### src/rtl/pario_pkg.sv
package pario_pkg;
   localparam int BYTE_W = 8;
   localparam int NIB_W  = 4;

   typedef enum logic [1:0] {
      SEL_PA  = 2'd0,
      SEL_PB  = 2'd1,
      SEL_PC  = 2'd2,
      SEL_CTL = 2'd3
   } reg_sel_e;

   // control word bit positions (decoded behaviour)
   localparam int CW_DEFINE = 7;
   localparam int CW_DIR_A  = 4;
   localparam int CW_DIR_CU = 3;
   localparam int CW_DIR_B  = 1;
   localparam int CW_DIR_CL = 0;
   // bits that must be zero for basic I/O mode
   localparam logic [BYTE_W-1:0] CW_MODE_MASK = 8'b0110_0100;
endpackage

### src/rtl/pario_strobe_sync.sv
module pario_strobe_sync #(
   parameter int STAGES = 2
) (
   input  logic clk,
   input  logic rst_n,
   input  logic strobe_async,
   output logic pulse
);
   if (STAGES < 2) begin : g_bad_stages
      $error("pario_strobe_sync: STAGES must be at least 2");
   end

   logic [STAGES:0] sh;

   always_ff @(posedge clk or negedge rst_n) begin
      if (!rst_n) sh <= '0;
      else        sh <= {sh[STAGES-1:0], strobe_async};
   end

   // one cycle pulse on the rising edge of the synchronized strobe
   assign pulse = sh[STAGES-1] & ~sh[STAGES];
endmodule

### src/rtl/pario_slice.sv
module pario_slice #(
   parameter int W = 8
) (
   input  logic         clk,
   input  logic         rst_n,
   input  logic         ld,
   input  logic         def,
   input  logic         def_in,
   input  logic [W-1:0] wd,
   input  logic [W-1:0] pin_in,
   output logic [W-1:0] pin_out,
   output logic         oe,
   output logic [W-1:0] rd_val
);
   if (W < 1) begin : g_bad_w
      $error("pario_slice: W must be positive");
   end

   logic         dir_in;
   logic [W-1:0] lat;

   always_ff @(posedge clk or negedge rst_n) begin
      if (!rst_n) begin
         dir_in <= 1'b1;
         lat    <= '0;
      end else if (def) begin
         dir_in <= def_in;
         lat    <= '0;
      end else if (ld) begin
         lat    <= wd;
      end
   end

   assign pin_out = lat;
   assign oe      = ~dir_in;
   assign rd_val  = dir_in ? pin_in : lat;
endmodule

### src/rtl/pario_mode0.sv
module pario_mode0 import pario_pkg::*; #(
   parameter int              SYNC_STAGES = 2,
   parameter logic [7:0]      RD_CTRL_VAL = 8'hFF
) (
   input  logic       clk,
   input  logic       rst_n,
   input  logic       cs_n,
   input  logic       rd_n,
   input  logic       wr_n,
   input  logic [1:0] addr,
   input  logic [7:0] wdata,
   output logic [7:0] rdata,
   input  logic [7:0] pa_in,
   output logic [7:0] pa_out,
   output logic       pa_oe,
   input  logic [7:0] pb_in,
   output logic [7:0] pb_out,
   output logic       pb_oe,
   input  logic [7:0] pc_in,
   output logic [7:0] pc_out,
   output logic [1:0] pc_oe
);
   localparam int HALVES = BYTE_W / NIB_W;

   if (SYNC_STAGES < 2 || SYNC_STAGES > 4) begin : g_bad_sync
      $error("pario_mode0: SYNC_STAGES must be 2 to 4");
   end

   reg_sel_e sel;
   logic     wr_pulse, rd_act;
   logic     def_ok, ld_a, ld_b, ld_c;
   logic [BYTE_W-1:0] rd_a, rd_b, rd_c;

   assign sel    = reg_sel_e'(addr);
   assign rd_act = ~cs_n & ~rd_n;

   pario_strobe_sync #(.STAGES(SYNC_STAGES)) u_wsync (
      .clk          (clk),
      .rst_n        (rst_n),
      .strobe_async (~cs_n & ~wr_n),
      .pulse        (wr_pulse)
   );

   assign def_ok = wr_pulse && (sel == SEL_CTL) && wdata[CW_DEFINE]
                   && ((wdata & CW_MODE_MASK) == '0);
   assign ld_a   = wr_pulse && (sel == SEL_PA);
   assign ld_b   = wr_pulse && (sel == SEL_PB);
   assign ld_c   = wr_pulse && (sel == SEL_PC);

   pario_slice #(.W(BYTE_W)) u_pa (
      .clk(clk), .rst_n(rst_n), .ld(ld_a), .def(def_ok),
      .def_in(wdata[CW_DIR_A]), .wd(wdata), .pin_in(pa_in),
      .pin_out(pa_out), .oe(pa_oe), .rd_val(rd_a)
   );

   pario_slice #(.W(BYTE_W)) u_pb (
      .clk(clk), .rst_n(rst_n), .ld(ld_b), .def(def_ok),
      .def_in(wdata[CW_DIR_B]), .wd(wdata), .pin_in(pb_in),
      .pin_out(pb_out), .oe(pb_oe), .rd_val(rd_b)
   );

   // port C: independent nibbles, upper half direction in bit 3, lower in bit 0
   for (genvar h = 0; h < HALVES; h++) begin : g_pc
      localparam int DIRB = (h == 0) ? CW_DIR_CL : CW_DIR_CU;
      pario_slice #(.W(NIB_W)) u_pc (
         .clk     (clk),
         .rst_n   (rst_n),
         .ld      (ld_c),
         .def     (def_ok),
         .def_in  (wdata[DIRB]),
         .wd      (wdata[h*NIB_W +: NIB_W]),
         .pin_in  (pc_in[h*NIB_W +: NIB_W]),
         .pin_out (pc_out[h*NIB_W +: NIB_W]),
         .oe      (pc_oe[h]),
         .rd_val  (rd_c[h*NIB_W +: NIB_W])
      );
   end

   always_comb begin
      rdata = '0;
      if (rd_act) begin
         unique case (sel)
            SEL_PA:  rdata = rd_a;
            SEL_PB:  rdata = rd_b;
            SEL_PC:  rdata = rd_c;
            SEL_CTL: rdata = RD_CTRL_VAL;
            default: rdata = '0;
         endcase
      end
   end
endmodule

### config.mk
export PLATFORM = sky130hd
export DESIGN_NAME = pario_mode0
export DESIGN_NICKNAME = d
export VERILOG_FILES = /design/src/rtl/pario_pkg.sv /design/src/rtl/pario_strobe_sync.sv /design/src/rtl/pario_slice.sv /design/src/rtl/pario_mode0.sv
export SDC_FILE = /design/constraint.sdc
export NUM_CORES = 1
export LEC_CHECK = 0
export ABC_AREA = 1
export BUFFER_PORTS_ARGS = -buffer_cell sky130_fd_sc_hd__clkbuf_2
export CORE_MARGIN = 3
export CORE_UTILIZATION = 52
export DETAILED_ROUTE_END_ITERATION = 10
export PLACE_DENSITY = 0.95
export SLEW_MARGIN = 5
export SYNTH_ARGS = -nofsm -noshare
export SYNTH_HDL_FRONTEND = slang
export SYNTH_HIERARCHICAL = 1
export SYNTH_SLANG_ARGS = --single-unit
### constraint.sdc
create_clock -name clk -period 6.81 [get_ports clk]
set_clock_uncertainty 0.15 [all_clocks]
set_input_delay 1.362 -clock clk [delete_from_list [all_inputs] [get_ports clk]]
set_output_delay 1.362 -clock clk [all_outputs]
set_load 0.01 [all_outputs]
== Word level (Yosys, flattened, before mapping) ==
Index checks and enable logic that the tools add are counted.

* Flip-flop bits (word level): 31
* Word-level logic and storage cells: 48
* Input bits: 39

* Mux-type cells: 14
* Bitwise operators: 11
* Eq/ne operators: 3
* Reductions and logical operators: 11

{| class="wikitable"
|+ Operators by type and width
! operator !! count
|-
| 8-bit two-way mux || 7
|-
| 8-bit case mux with 4 select lines || 1
|-
| 4-bit two-way mux || 6
|-
| 8-bit logical NOT || 1
|-
| 1-bit inverter || 8
|-
| 1-bit logical AND || 6
|-
| 2-bit nonzero test || 3
|-
| 2-bit equality test (second input constant) || 2
|-
| 1-bit AND || 3
|-
| 2-bit by 1-bit equality test with 1-bit output (second input constant) || 1
|-
| 2-bit logical NOT || 1
|}

== Longest topological paths before layout ==
* Depth in word-level cells: 6
* Gate-level depth with buffers: 8
* Gate-level depth less buffers: 7

== Modules after synthesis ==
Netlist, hierarchy kept.

{| class="wikitable"
|+ By module, submodules not included
! module !! seq. area each (µm²) !! area each (µm²) !! cells an instance !! times used
|-
| pario_slice at u_pa ... || 226.5 || 466.7 || 64 || 2
|-
| pario_slice at g_pc[0].u_pc ... || 126.4 || 252.7 || 34 || 2
|-
| pario_mode0 || 0.0 || 297.8 || 71 || 1
|-
| pario_strobe_sync || 75.1 || 85.1 || 5 || 1
|}

== Least setup slack after synthesis ==
No wires, ideal clock.

* Path kind: in2out
* Start point: in cs_n
* End point: out rdata[0]
* Cell stages on the path: 3
* Buffers on the path: 1
* Data required time: 5.298 ns
* Setup slack: 3.339 ns
* Arrival: 1.959 ns
* Path through: or2_1 clkbuf_1 a21oi_1

* Word-level cells in the longest chain between the ends: 3

{| class="wikitable"
|+ Ends and longest elaborated chain
! item !! line !! text
|-
| start: declaration || pario_mode0.sv:7 || <nowiki>input logic cs_n,</nowiki>
|-
| 1-bit inverter || pario_mode0.sv:35 || <nowiki>assign rd_act = ~cs_n & ~rd_n;</nowiki>
|-
| 1-bit AND || pario_mode0.sv:35 ||
|-
| 8-bit two-way mux || pario_mode0.sv:81 || <nowiki>if (rd_act) begin</nowiki>
|-
| end: declaration || pario_mode0.sv:12 || <nowiki>output logic [7:0] rdata,</nowiki>
|}

Every way passes these cells.

== Worst setup path in the final report ==
* Start point: in addr[0]
* End point: out rdata[3]

* Word-level cells in the longest chain between the ends: 3
* Elaborated cells on any way between the ends: 6
* Classes of those cells: eq/ne (3); mux (2); reduce/logical (1)

{| class="wikitable"
|+ Ends and longest elaborated chain
! item !! line !! text
|-
| start: declaration || pario_mode0.sv:10 || <nowiki>input logic [1:0] addr,</nowiki>
|-
| 2-bit equality test, or another cell as far along || pario_mode0.sv:82 || <nowiki>unique case (sel)</nowiki>
|-
| 8-bit case mux with 4 select lines * || pario_mode0.sv:82 ||
|-
| 8-bit two-way mux * || pario_mode0.sv:81 ||
|}

Every way passes the cells marked *; elsewhere a longest branch is shown, timed or not.

==> qor.csv <==
stage,metric,value,unit
synthesis,yosys-top-cells-area,"dfrtp_1, nand2_1, nand3_1",
worst_setup_path,cp_top_family,simple AND/OR/NAND/NOR gates,
worst_setup_path,end_kind,primary output,
sta,hold_viol,0,
clock_network,ctsHoldBuffers,0,
final_layout,drive_above_1_share,29.7,%
sta,tightest_slew,1.16,ns
synthesis,synth_edf_count,0,
die,initial_core_util,56.9,%
worst_setup_path,cp_data_arrival_time,2.34,ns
global_route,antenna_found_initial,0,
worst_setup_path,worst_path_most_repeated_cell,clkbuf_2,
synthesis,syn_inst,272,
power,pwr-share-seq,48.3,%
clock_network,cts_tree,yes,
final_layout,fill_cells,305,
job,max_cap_viol_count,0,
worst_hold_path,hold_path.class,flop to flop,
die,fp.dieArea,4250,µm²
drt,totalWireLength,5140,µm
clock_network,clk_pin_slew_worst_paths,0.09,ns
sta,rsz0062_at_grt,false,
global_route,grt_pass1_wl,8690,µm
sta,finalCritPeriodShare,56.6,%
power,p_int,0.000338,W
drt,dr.pass1.iters,4,
clock_network,numClockSinks,31,
sta,post-route-min-period,3.85,ns
synthesis,synth_area,1820,µm²
worst_setup_path,crit_chain,"clkbuf_2, nor2_2, nand2_1, a21oi_1, clkbuf_2",
die,die_x,65.2,µm
power,vdd_ir_drop_max,169,µV
worst_setup_path,crit_buf_inv,2,
global_route,grt_max_degree,32,
die,die_height,65.2,µm
power,p_sw,0.000181,W
outcome,status,finished clean,
drt,vias,2016,
synthesis,async_flop_share,100,%
drt,viasPerCell,5.12,
clock_network,htree_levels,2,
final_layout,layout.cells.non_filler,394,
place,dpl.cell_count,386,
worst_setup_path,criticalPathCategory,primary input to primary output,
power,clock_power_share,23.4,%
clock_network,clock_tree.root_cell,clkbuf_4,
final_layout,final_util,71.0,%
sta,worst_slack,2.96,ns
synthesis,synthFlopType,dfrtp_1,
final_layout,n_antenna_cell,0,
drt,wl_per_cell,13.1,µm
sta,finalSetupViolations,0,
synthesis,avgSynthCellArea,6.70,µm²
synthesis,ys_types,19,
place,gp_congestion,0.903,
global_route,grt_pass1_vias,1895,
die,boundaryPins,75,
worst_setup_path,cpMaxStageDelayCell,nor2_2,
place,hpwlAfterDp,3920,µm
power,combPwrFrac,28.3,%
global_route,grt_usage,26.7,%
drt,ant_nets,0,
synthesis,yosys_warnings,6,
power,static-leakage-power,1.39,nW
drt,drt-initial-drc-count,119,
clock_network,postCtsSetupBuffers,0,
worst_setup_path,crit_fanout,12,
sta,setup_tns,0,ns
worst_setup_path,crit_required,5.30,ns
place,dp_slack,2.98,ns
synthesis,yosysSeqAreaShare,42.9,%
power,powerDensity,228,nW/µm²
synthesis,synth_top_area_cell,dfrtp_1,
worst_setup_path,start_kind,primary input,
worst_setup_path,slowest_delay,0.35,ns
clock_network,cts_buffers,5,
power,switching_share,34.8,%
sta,drv_slew,0,
die,core_region_area,3200,µm²
die,row_count,20,
final_layout,syn_to_final_growth,24.9,%
clock_network,clock_latency,0.33,ns
sta,max_freq,0.260,GHz
synthesis,synthesis.nets,311,
drt,route.detailed.drc,0,
sta,slew_headroom,22.2,%
place,io_buffers,74,
final_layout,fin_nets,388,
synthesis,ys_ff_latch,31,
synthesis,synth_top_area_share,37.1,%
global_route,grt_overflow_total,0,
clock_network,clockBufferDepth,2,
clock_network,cts_resized,0,
-- worst paths after layout --
| kind | from | end | slack, ns | cells after the start |
|---|---|---|---|---|
| worst min-delay path | u_wsync/sh[0] | u_wsync/sh[1] | 0.21 | 0 |
| max in group asynchronous | rst_n | g_pc[0].u_pc/pin_out[3] | 5.11 | 1 |
| min in group asynchronous | rst_n | g_pc[0].u_pc/pin_out[1] | 0.92 | 1 |
| worst max-delay path | addr[0] | rdata[3] | 2.96 | 5 |
| worst min register to register | u_wsync/sh[0] | u_wsync/sh[1] | 0.21 | 0 |
| worst max register to register | u_wsync/sh[2] | g_pc[0].u_pc/pin_out[0] | 4.68 | 7 |
-- sequential cells by signal, summed over array words and instances, names as in the netlist --
| register | count |
|---|---|
| u_pa/pin_out | 8 |
| u_wsync/sh | 3 |
| u_pb/pin_out | 8 |
| g_pc.u_pc/pin_out | 8 |
| g_pc.u_pc/dir_in | 2 |
| u_pa/dir_in | 1 |
| u_pb/dir_in | 1 |
-- metrics by stage --
step	power, W	instance area, µm²	hold slack (ns)
2_1_floorplan	0.000330	1820	0.181
3_3_place_gp	0.000395	2210	0.184
3_5_place_dp	0.000399	2210	0.189
4_1_cts	0.000521	2270	0.209
5_1_grt	0.000553	2270	0.213
6_report	0.000519	2270	0.206
-- per-layer routing --
metal	global-route usage, %	wire, µm	vias to the layer above
li1	-	-	994
met1	35.3	2060	889
met2	42.9	2450	115
met3	4.79	500	18
met4	11.4	134	0
met5	0	0	-
-- synthesized netlist by cell type, types with 3 or more instances --
master,count
nand2_1,164
dfrtp_1,27
nand3_1,25
inv_1,12
inv_2,8
a21oi_1,7
buf_6,4
dfstp_2,4
nor2_4,4
nor2_1,3
nor3_1,3
-- area by class of cell --
type / instances / area, µm² / area share [%]
Inverter: 20 / 75.1 / 3.30
Timing Repair Buffer: 76 / 385 / 16.9
Clock buffer: 8 / 68.8 / 3.03
Multi-Input combinational cell: 215 / 910 / 40.0
Sequential cell: 31 / 781 / 34.3
Tap cell: 44 / 55.1 / 2.42
-- power by group through the flow --
stage / clock network [W] / logic [W] / registers, W
after detailed placement: 0 / 0.000146 / 0.000253
after global placement: 0 / 0.000143 / 0.000252
after CTS: 0.000123 / 0.000147 / 0.000250
after global routing: 0.000131 / 0.000166 / 0.000256
after floorplan: 0 / 0.0000697 / 0.000260
final: 0.000122 / 0.000147 / 0.000250
-- placed cells by master, fill, tap and decap left out, types with 2 or more instances in the layout --
cell and count:
a21oi_1 7, buf_4 2, clkbuf_2 74, clkbuf_4 5
clkbuf_8 2, dfrtp_1 27, dfstp_2 4, inv_1 12
inv_2 8, nand2_1 164, nand3_1 25, nor2_1 3
nor2_2 2, nor2_4 4, nor3_1 3, o21ai_1 2
o21ai_2 2
-- cells by family (layout without fill, tap and decap cells) --
group                  after synthesis  in the layout  synth area share, %
AND/OR/NAND/NOR                    203            203                 46.0
buffers and inverters               26            104                 7.21
flip-flops                          31             31                 42.9
AO/OA/AOI/OAI                       12             12                 3.91
(Power assumes the default switching activity.)
